<file path="src/rtl/dpll_pkg.sv">
// Shared types for the digital PLL loop controller.
package dpll_pkg;
    // Bandwidth index: 0 is widest, each step halves the proportional gain
    typedef logic [2:0] bw_idx_t;
    localparam bw_idx_t BW_ACQ = 3'd0;
endpackage

</file>
<file path="src/rtl/dpll_err_sel.sv">
// Phase error former. Passes the Q sample through when the I sample shows
// the error is inside +/- a quarter cycle. Otherwise it pins the error at
// full scale with the sign of Q, which extends the detector range.
// Assumes both samples are two's complement.
module dpll_err_sel #(
    parameter int SAMPLE_W = 10
) (
    input  logic [SAMPLE_W-1:0]        sample_i,
    input  logic [SAMPLE_W-1:0]        sample_q,
    output logic signed [SAMPLE_W-1:0] err
);
    localparam logic signed [SAMPLE_W-1:0] FULL_POS = SAMPLE_W'((1 << (SAMPLE_W-1)) - 1);
    localparam logic signed [SAMPLE_W-1:0] FULL_NEG = -FULL_POS;

    // select direct or extended-range error
    always_comb begin
        if ($signed(sample_i) < 0)
            err = ($signed(sample_q) < 0) ? FULL_NEG : FULL_POS;
        else
            err = $signed(sample_q);
    end
endmodule

</file>
<file path="src/rtl/dpll_loop_filt.sv">
// Proportional-plus-integral loop filter with a register integrator.
// The integrator moves only on a strobe or on a bandwidth rebalance.
// The output clamps to the unsigned OUT_W range, and the integrator is
// held when the sum would leave that range.
// Assumes strobe and rebal_en are never high together.
module dpll_loop_filt
    import dpll_pkg::*;
#(
    parameter int SAMPLE_W = 10,
    parameter int OUT_W    = 24,
    parameter int P_SHIFT  = 8,
    parameter int I_SHIFT  = 6
) (
    input  logic                       clk,
    input  logic                       rst_n,
    input  logic                       strobe,
    input  logic signed [SAMPLE_W-1:0] err,
    input  bw_idx_t                    bw_cur,
    input  logic                       rebal_en,
    input  bw_idx_t                    bw_next,
    output logic [OUT_W-1:0]           tune_word,
    output logic signed [SAMPLE_W-1:0] err_last
);
    localparam int INT_W = OUT_W + 4;
    localparam logic signed [INT_W-1:0] TOP_V = INT_W'((64'd1 << OUT_W) - 64'd1);
    localparam logic signed [INT_W-1:0] MID_V = INT_W'(64'd1 << (OUT_W - 1));

    logic signed [INT_W-1:0] integ;
    logic signed [INT_W-1:0] incr_c;
    logic signed [INT_W-1:0] sum_c;
    logic signed [INT_W-1:0] rebal_c;

    // proportional term: error scaled up by P_SHIFT, down by the index
    function automatic logic signed [INT_W-1:0] prop_of(
        input logic signed [SAMPLE_W-1:0] e,
        input bw_idx_t                    b
    );
        logic signed [INT_W-1:0] x;
        x = INT_W'(e);
        x = x <<< P_SHIFT;
        return x >>> b;
    endfunction

    // integral step: scaled up by I_SHIFT, down by twice the index
    function automatic logic signed [INT_W-1:0] incr_of(
        input logic signed [SAMPLE_W-1:0] e,
        input bw_idx_t                    b
    );
        logic signed [INT_W-1:0] x;
        logic [3:0]              sh;
        x  = INT_W'(e);
        x  = x <<< I_SHIFT;
        sh = {b, 1'b0};
        return x >>> sh;
    endfunction

    // next-state arithmetic for strobe and rebalance
    always_comb begin
        incr_c  = incr_of(err, bw_cur);
        sum_c   = integ + incr_c + prop_of(err, bw_cur);
        rebal_c = integ + prop_of(err_last, bw_cur) - prop_of(err_last, bw_next);
    end

    // integrator, clamped output and last-error registers
    always_ff @(posedge clk) begin
        if (!rst_n) begin
            integ     <= MID_V;
            tune_word <= MID_V[OUT_W-1:0];
            err_last  <= '0;
        end else if (strobe) begin
            err_last <= err;
            if (sum_c > TOP_V) begin
                tune_word <= TOP_V[OUT_W-1:0];
            end else if (sum_c < 0) begin
                tune_word <= '0;
            end else begin
                tune_word <= sum_c[OUT_W-1:0];
                integ     <= integ + incr_c;
            end
        end else if (rebal_en) begin
            integ <= rebal_c;
        end
    end
endmodule

</file>
<file path="src/rtl/dpll_lock_det.sv">
// Lock qualifier with hysteresis. A strobe is good when both the phase error
// and its change since the last strobe are within limits. LOCK_N good strobes
// in a row set the flag; UNLOCK_M bad strobes in a row clear it.
// clear forces unlock and is assumed never to coincide with a strobe.
module dpll_lock_det #(
    parameter int SAMPLE_W = 10,
    parameter int LOCK_N   = 8,
    parameter int UNLOCK_M = 4
) (
    input  logic                       clk,
    input  logic                       rst_n,
    input  logic                       strobe,
    input  logic                       clear,
    input  logic signed [SAMPLE_W-1:0] err,
    input  logic signed [SAMPLE_W-1:0] err_last,
    input  logic [SAMPLE_W-1:0]        phase_thr,
    input  logic [SAMPLE_W:0]          freq_thr,
    output logic                       locked
);
    localparam int MAX_RUN = (LOCK_N > UNLOCK_M) ? LOCK_N : UNLOCK_M;
    localparam int CNT_W   = $clog2(MAX_RUN + 1);

    logic [CNT_W-1:0]        run_cnt;
    logic signed [SAMPLE_W:0] e_x, d_x;
    logic [SAMPLE_W:0]        e_mag, d_mag;
    logic                     good, advance, run_done;

    // magnitudes, good test and streak bookkeeping
    always_comb begin
        e_x      = (SAMPLE_W+1)'(err);
        d_x      = e_x - (SAMPLE_W+1)'(err_last);
        e_mag    = (e_x < 0) ? -e_x : e_x;
        d_mag    = (d_x < 0) ? -d_x : d_x;
        good     = (e_mag <= {1'b0, phase_thr}) && (d_mag <= freq_thr);
        advance  = locked ? !good : good;
        run_done = run_cnt == (locked ? CNT_W'(UNLOCK_M - 1) : CNT_W'(LOCK_N - 1));
    end

    // streak counter and lock flag
    always_ff @(posedge clk) begin
        if (!rst_n || clear) begin
            locked  <= 1'b0;
            run_cnt <= '0;
        end else if (strobe) begin
            if (advance && run_done) begin
                locked  <= !locked;
                run_cnt <= '0;
            end else if (advance) begin
                run_cnt <= run_cnt + 1'b1;
            end else begin
                run_cnt <= '0;
            end
        end
    end
endmodule

</file>
<file path="src/rtl/dpll_ref_watch.sv">
// Reference-loss watchdog. Counts cycles since the last strobe and raises
// holdover after TIMEOUT of them. hold_enter pulses in the cycle before
// holdover goes high. A strobe clears holdover.
module dpll_ref_watch #(
    parameter int TIMEOUT = 64
) (
    input  logic clk,
    input  logic rst_n,
    input  logic strobe,
    output logic holdover,
    output logic hold_enter
);
    localparam int CNT_W = $clog2(TIMEOUT + 1);

    logic [CNT_W-1:0] gap_cnt;

    // detect the last idle cycle before timeout
    always_comb begin
        hold_enter = !strobe && !holdover && (gap_cnt == CNT_W'(TIMEOUT - 1));
    end

    // gap counter and holdover flag
    always_ff @(posedge clk) begin
        if (!rst_n) begin
            gap_cnt  <= '0;
            holdover <= 1'b0;
        end else if (strobe) begin
            gap_cnt  <= '0;
            holdover <= 1'b0;
        end else if (hold_enter) begin
            holdover <= 1'b1;
        end else if (!holdover) begin
            gap_cnt <= gap_cnt + 1'b1;
        end
    end
endmodule

</file>
<file path="src/rtl/dpll_ctrl.sv">
// Digital PLL loop controller top. Forms the phase error, filters it into a
// tuning word, qualifies lock and watches for reference loss. It also steps
// the bandwidth index between acquisition and the working setting, moving it
// only on a cycle with no strobe so the filter can rebalance.
module dpll_ctrl
    import dpll_pkg::*;
#(
    parameter int SAMPLE_W = 10,
    parameter int OUT_W    = 24,
    parameter int P_SHIFT  = 8,
    parameter int I_SHIFT  = 6,
    parameter int LOCK_N   = 8,
    parameter int UNLOCK_M = 4,
    parameter int TIMEOUT  = 64
) (
    input  logic                clk,
    input  logic                rst_n,
    input  logic                sample_vld,
    input  logic [SAMPLE_W-1:0] sample_i,
    input  logic [SAMPLE_W-1:0] sample_q,
    input  logic [2:0]          work_bw,
    input  logic [SAMPLE_W-1:0] phase_thr,
    input  logic [SAMPLE_W:0]   freq_thr,
    output logic [OUT_W-1:0]    tune_word,
    output logic                locked,
    output logic                holdover
);
    logic signed [SAMPLE_W-1:0] err;
    logic signed [SAMPLE_W-1:0] err_last;
    logic                       hold_enter;
    bw_idx_t                    bw_cur;
    bw_idx_t                    bw_tgt;
    logic                       rebal_en;

    dpll_err_sel #(.SAMPLE_W(SAMPLE_W)) err_sel_i (
        .sample_i (sample_i),
        .sample_q (sample_q),
        .err      (err)
    );

    dpll_loop_filt #(
        .SAMPLE_W (SAMPLE_W),
        .OUT_W    (OUT_W),
        .P_SHIFT  (P_SHIFT),
        .I_SHIFT  (I_SHIFT)
    ) filt_i (
        .clk       (clk),
        .rst_n     (rst_n),
        .strobe    (sample_vld),
        .err       (err),
        .bw_cur    (bw_cur),
        .rebal_en  (rebal_en),
        .bw_next   (bw_tgt),
        .tune_word (tune_word),
        .err_last  (err_last)
    );

    dpll_lock_det #(
        .SAMPLE_W (SAMPLE_W),
        .LOCK_N   (LOCK_N),
        .UNLOCK_M (UNLOCK_M)
    ) lock_i (
        .clk       (clk),
        .rst_n     (rst_n),
        .strobe    (sample_vld),
        .clear     (hold_enter),
        .err       (err),
        .err_last  (err_last),
        .phase_thr (phase_thr),
        .freq_thr  (freq_thr),
        .locked    (locked)
    );

    dpll_ref_watch #(.TIMEOUT(TIMEOUT)) watch_i (
        .clk        (clk),
        .rst_n      (rst_n),
        .strobe     (sample_vld),
        .holdover   (holdover),
        .hold_enter (hold_enter)
    );

    // pick the target index and decide when to switch
    always_comb begin
        bw_tgt   = (locked && !holdover) ? bw_idx_t'(work_bw) : BW_ACQ;
        rebal_en = !sample_vld && (bw_tgt != bw_cur);
    end

    // current bandwidth index
    always_ff @(posedge clk) begin
        if (!rst_n)
            bw_cur <= BW_ACQ;
        else if (rebal_en)
            bw_cur <= bw_tgt;
    end
endmodule

</file>
<file path="config.mk">
export PLATFORM = sky130hd
export DESIGN_NAME = dpll_ctrl
export DESIGN_NICKNAME = d
export VERILOG_FILES = /design/src/rtl/dpll_pkg.sv /design/src/rtl/dpll_err_sel.sv /design/src/rtl/dpll_loop_filt.sv /design/src/rtl/dpll_lock_det.sv /design/src/rtl/dpll_ref_watch.sv /design/src/rtl/dpll_ctrl.sv
export SDC_FILE = /design/constraint.sdc
export NUM_CORES = 1
export LEC_CHECK = 0
export ABC_CLOCK_PERIOD_IN_PS = 9300
export BUFFER_PORTS_ARGS = -buffer_cell sky130_fd_sc_hd__buf_2
export CORE_MARGIN = 10
export CORE_UTILIZATION = 50
export CTS_BUF_LIST = sky130_fd_sc_hd__clkbuf_16
export CTS_CLUSTER_SIZE = 10
export DETAILED_ROUTE_END_ITERATION = 10
export PLACE_DENSITY = 0.75
export SYNTH_ARGS = -nofsm -noshare
export SYNTH_HDL_FRONTEND = slang
export SYNTH_HIERARCHICAL = 1
export SYNTH_SLANG_ARGS = --single-unit
</file>
<file path="constraint.sdc">
create_clock -name clk -period 9.3 [get_ports clk]
set_input_delay 1.86 -clock clk [delete_from_list [all_inputs] [get_ports clk]]
set_output_delay 1.86 -clock clk [all_outputs]
set_load 0.02 [all_outputs]
</file>
# == Word-level counts from Yosys, hierarchy flattened ==
# Cells that the tools add are included.
# totals
ff_bits,78
input_bits,47
output_inout_bits,26
wordCells,69
# classes
add_sub_neg,9
magnitude_cmp,8
n_eq_ne,5
shifts,4
n_mux,15
n_bitwise,3
n_reduce_logical,17
# op_table
cell,count
$mux 28,4
$add 28x28->28,3
$sshr 18x3->28,3
$mux 24,2
$lt 10x1->1 const B,3
$gt 28x25->1 const B,1
$lt 28x1->1 const B,1
$sshr 16x4->28,1
$sub 28x28->28,1
$mux 11,2
$mux 10,2
$le 11x10->1,1
$le 11x11->1,1
$lt 11x1->1 const B,1
$neg 10->11,1
$neg 11->11,1
$sub 10x10->11,1
$mux 4,2
$add 7x1->7 const B,1
$eq 7x6->1 const B,1
$logic_and 1x1->1,6
$mux 3,2
$logic_not 1->1,5
$add 4x1->4 const B,1
other kinds (10),14

# == Logic depth before layout (Yosys ltp) ==
# logic_depth
word_depth,12
ltp_mapped,32

# == Modules after synthesis ==
# The synthesis kept the hierarchy.
# modules_own_cells
mod,n_inst,cells_per_inst,area_per_inst_um2
dpll_loop_filt,1,1080,8234.1
dpll_lock_det,1,221,1610.3
dpll_ref_watch,1,41,396.6
dpll_ctrl,1,25,215.2
dpll_err_sel,1,20,108.9

# == Least setup slack after synthesis ==
# OpenSTA, ideal clock, no wires.
# synth_path
path_kind,input to register
startpoint,input sample_i[9]
endpoint,register filt_i.integ[23]
setup_time_ns,0.132
t_arrival_ns,7.641
required_ns,9.168
slack_ns,1.527
stages,25
path_cell_list,buf_6 -> o21ai_0 -> o21a_1 -> a221oi_1 -> a31oi_1 -> ha_1 -> and2_1 -> a221o_1 -> a2111oi_2 -> nor4b_2 -> nor2_1 -> o21ai_0 -> a21oi_1 -> xnor2_1 -> ha_1 -> clkbuf_1 -> a21oi_1 -> o21a_1 -> nor2_1 -> or4_1 -> o21ai_0 -> nand4_1 -> or3_4 -> a221oi_1 -> o21ai_1
# synth_via
elab_chain_len,8
elab_cells_between_ends,14
# synth_rtl
element,line,rtl
"start, declared",dpll_ctrl.sv:19,"input logic [SAMPLE_W-1:0] sample_i,"
$lt 10x1->1 *,dpll_err_sel.sv:17,if ($signed(sample_i) < 0)
$mux 10 *,dpll_err_sel.sv:17,
net err[1],dpll_ctrl.sv:28,logic signed [SAMPLE_W-1:0] err;
$sshr 16x4->28,dpll_loop_filt.sv:54,return x >>> sh;
$add 28x28->28,"dpll_loop_filt.sv:60, dpll_loop_filt.sv:78",
$add 28x28->28,dpll_loop_filt.sv:60,"sum_c = integ + incr_c + prop_of(err, bw_cur);"
$gt 28x25->1 / $lt 28x1->1 (equally long branches),"dpll_loop_filt.sv:72, dpll_loop_filt.sv:74",
$ne 2x2->1 (no source line),--,
$reduce_and 3->1 (no source line),--,
"end signal, assigned",dpll_loop_filt.sv:78,integ <= integ + incr_c;
"end signal, assigned",dpll_loop_filt.sv:81,integ <= rebal_c;
"end, declared",dpll_loop_filt.sv:28,logic signed [INT_W-1:0] integ;
# The timed path passes the listed nets; every way through them passes the cells marked *. The select of a mux whose other input is x is not followed.
# A chain may end at the register's enable or synchronous reset.

# == Worst setup path after layout ==
# layout_path
startpoint,input sample_i[9]
endpoint,register filt_i.integ[5]
# Same word-level chain as after synthesis.

==> reports/qor.csv <==
stage;metric;value;unit
routing;via count;10100;
floorplan;core box area;20900;um^2
timing;final hold slack;0.427;ns
grt;GRT overflow;0;
floorplan;DIE WIDTH;165;um
clock_tree;CTS Buf Count;9;
clock_tree;Reg clk slew, reported paths;0.06;ns
hold_path;worst hold-check path type;register to register;
power;Seq pwr share;0.127;
clock_tree;root buffer cell;clkbuf_16;
place;# port buffers;63;
power;Pleak;5.08;nW
cells_and_area;final core occ;0.546;
worst_setup_path;crit path capture type;register;
grt;largest net degree at the start of global routing;51;
power;Sw Pwr;0.00212;W
synth;post-synth top area cell;dfxtp_1;
place;Cells after DPL;1682;
job;Max-cap violations;0;
power;VDD IR max;0.359;mV
cells_and_area;share of cells above drive strength 1;0.108;
power;Clk pwr share;0.094;
synth;Yosys cell types;84;
place;Final GP Congestion;0.921;
routing;DR WL/cell;16.6;um
synth;post-synthesis sequential area ratio;0.148;
synth;synthesis warning total;6;
synth;most instantiated cells after synthesis;128 x nand2_1, 119 x o21ai_0, 114 x ha_1;
timing;pin slew with the least headroom to its limit;0.759;ns
worst_setup_path;Critical Setup Path Class;input pin to register;
synth;Synth top area share;0.148;
clock_tree;clk buf depth;2;
place;DP Area;11100;um^2
timing;Final setup violation count;0;
routing;final WL;28.2;mm
timing;unrepaired setup endpoints after global routing;false;
synth;Avg Cell Area, Syn;7.62;um^2
cells_and_area;cell area after layout;11400;um^2
cells_and_area;Final nets;1599;
worst_setup_path;CP arrival;8.61;ns
floorplan;Cell Rows;53;
synth;Synth Cell Area;10600;um^2
clock_tree;CTS tree;built;
timing;Final period util;0.900;
routing;DR iter-0 viols;742;
timing;max-slew violations;0;
synth;count leader, synth;nand2_1;
synth;Mapped Cells;1387;
clock_tree;CTS Sinks;78;
clock_tree;Max H-tree Level;3;
power;P_int;0.00202;W
timing;clk_skew;0.00759;ns
power;Sw Ratio;0.513;
clock_tree;post-cts resize count;0;
status;status;completed;
timing;final hold violation count;0;
grt;number of global-route vias before repair;9492;
clock_tree;CTS Hold Bufs;0;
worst_setup_path;CP required;9.54;ns
grt;total track usage;0.203;
power;Comb power frac;0.780;
timing;FMAX;120;MHz
place;Post-DP HPWL;21.8;mm
synth;Post-synth EDFFs;0;
worst_setup_path;crit path launch type;input pin;
timing;Worst slew margin;0.492;
cells_and_area;P&R area growth vs syn;7.99;%
grt;first-pass GRT wire length;46.1;mm
synth;Most used DFF post-synth;dfxtp_1;
synth;top cells by area, synth;dfxtp_1 15%, ha_1 14%, o21ai_0 5.6%;
floorplan;Ports;73;
clock_tree;Post-CTS Setup Inserts;0;
synth;syn_nets;1568;
synth;Synth Register Bits;78;
routing;DR vias/cell;5.96;
power;Power per Cell Area;363;nW/um^2
worst_setup_path;Crit Path Max Fanout;47;
routing;DRC;0;
routing;DRT antenna net count;0;
cells_and_area;final std cells w/o fill;1698;
cells_and_area;Diodes inserted;0;
floorplan;die area;27300;um^2
timing;setup total negative slack;0;ns
clock_tree;Skew-Pair Late Insertion Delay;0.35;ns
grt;antenna violations before repair;0;
routing;TritonRoute pass-1 iters;5;
floorplan;Die H;165;um
timing;Final min period;8.37;ns
floorplan;Starting Density;0.506;
synth;async set or reset register ratio after synthesis;0;
==> path summary, 6_finish.rpt <==
check	startpoint	endpoint	slack, ns	cells past startpoint
worst min register to register	watch_i/gap_cnt[6]	watch_i/gap_cnt[6]	0.43	2
worst min-delay path	watch_i/gap_cnt[6]	watch_i/gap_cnt[6]	0.43	2
worst max-delay path	sample_i[9]	filt_i/integ[5]	0.93	26
worst max register to register	bw_cur[1]	filt_i/integ[5]	1.95	25
==> worst max-delay path, stage by stage <==
cell	delay, ns
buf_2	0.15
nand2b_4	0.10
o21ai_0	0.21
buf_4	0.24
mux4_2	0.49
o21a_1	0.19
ha_1	0.39
inv_1	0.09
a211oi_1	0.35
a2111oi_2	0.14
nor4b_2	0.44
nor2_1	0.13
o21ai_0	0.39
a21oi_1	0.15
xnor2_1	0.33
ha_1	0.40
a21oi_1	0.28
o21a_1	0.17
nor2_1	0.03
or4_1	0.51
o21ai_0	0.16
nand4_1	0.21
o31ai_4	0.26
buf_4	0.45
o311ai_0	0.26
o211a_1	0.18
==> metal layers <==
layer,GRT usage,vias up,share of wire
met2,0.344,295,0.47
met4,0.0642,0,0.024
met5,0,-,0
li1,-,5066,-
met3,0.0300,50,0.056
met1,0.259,4712,0.45
==> power groups by stage <==
stage	combinational [W]	sequential, W	clock [W]
2_1_floorplan	0.00252	0.000544	0
6_report	0.00323	0.000525	0.000387
4_1_cts	0.00320	0.000525	0.000397
3_5_place_dp	0.00317	0.000532	0
5_1_grt	0.00361	0.000537	0.000412
3_3_place_gp	0.00312	0.000530	0
==> registers in the layout, summed over array words and instances (netlist names) <==
signal	cells
bw_cur	3
filt_i/err_last	10
filt_i/integ	28
filt_i/tune_word	24
lock_i/locked	1
lock_i/run_cnt	4
watch_i/gap_cnt	7
watch_i/holdover	1
==> cells in the final DEF (no fill, tap or decap), types with 8 or more instances in the layout <==
cell       Yosys  routed
o21a_1        24      24
nor2_1       113     113
xnor2_1       60      60
mux2_2        21      21
nand4_1       14      14
a31oi_1       14      14
and2_1        14      14
buf_4          3      17
a211oi_1      23      23
nand3_1       24      24
ha_1         114     114
clkbuf_16      0       9
and3_1         9       9
buf_2          2      63
o211a_1        8       8
a21oi_1      110     110
a21o_1        32      32
nor2b_1       17      17
o21ai_1        8       8
nand2b_1      20      20
mux2i_1       57      57
nor3_1        16      16
nand2_1      128     128
inv_1        102     104
fa_1          20      20
xor2_1        34      34
o211ai_1      26      26
dfxtp_1       78      77
o21ai_0      119     119
==> area by class of cell <==
class,count,area (um^2)
multi-input cells,1147,8360
inverters,102,383
clock inverters,7,91.3
fillers,2000,9480
well taps,275,344
clock buffers,9,225
flip-flops and latches,78,1560
repair buffers,80,443
==> metrics by stage <==
stage / total power, W / worst slack [ns]
floorplan: 0.00307 / 1.53
global placement: 0.00365 / 0.800
detailed placement: 0.00370 / 0.741
CTS: 0.00412 / 1.02
global route: 0.00456 / 0.327
finish: 0.00414 / 0.933
==> logic make-up after synthesis <==
family / Yosys count / synth area share
flip-flops: 78 / 0.148
multiplexers: 84 / 0.0892
XOR/XNOR: 96 / 0.0810
adder cells (fa/ha/maj): 134 / 0.173
AO/OA/AOI/OAI: 442 / 0.270
buffers and inverters: 162 / 0.0617
AND/OR/NAND/NOR: 391 / 0.177
(Power assumes the default switching activity.)
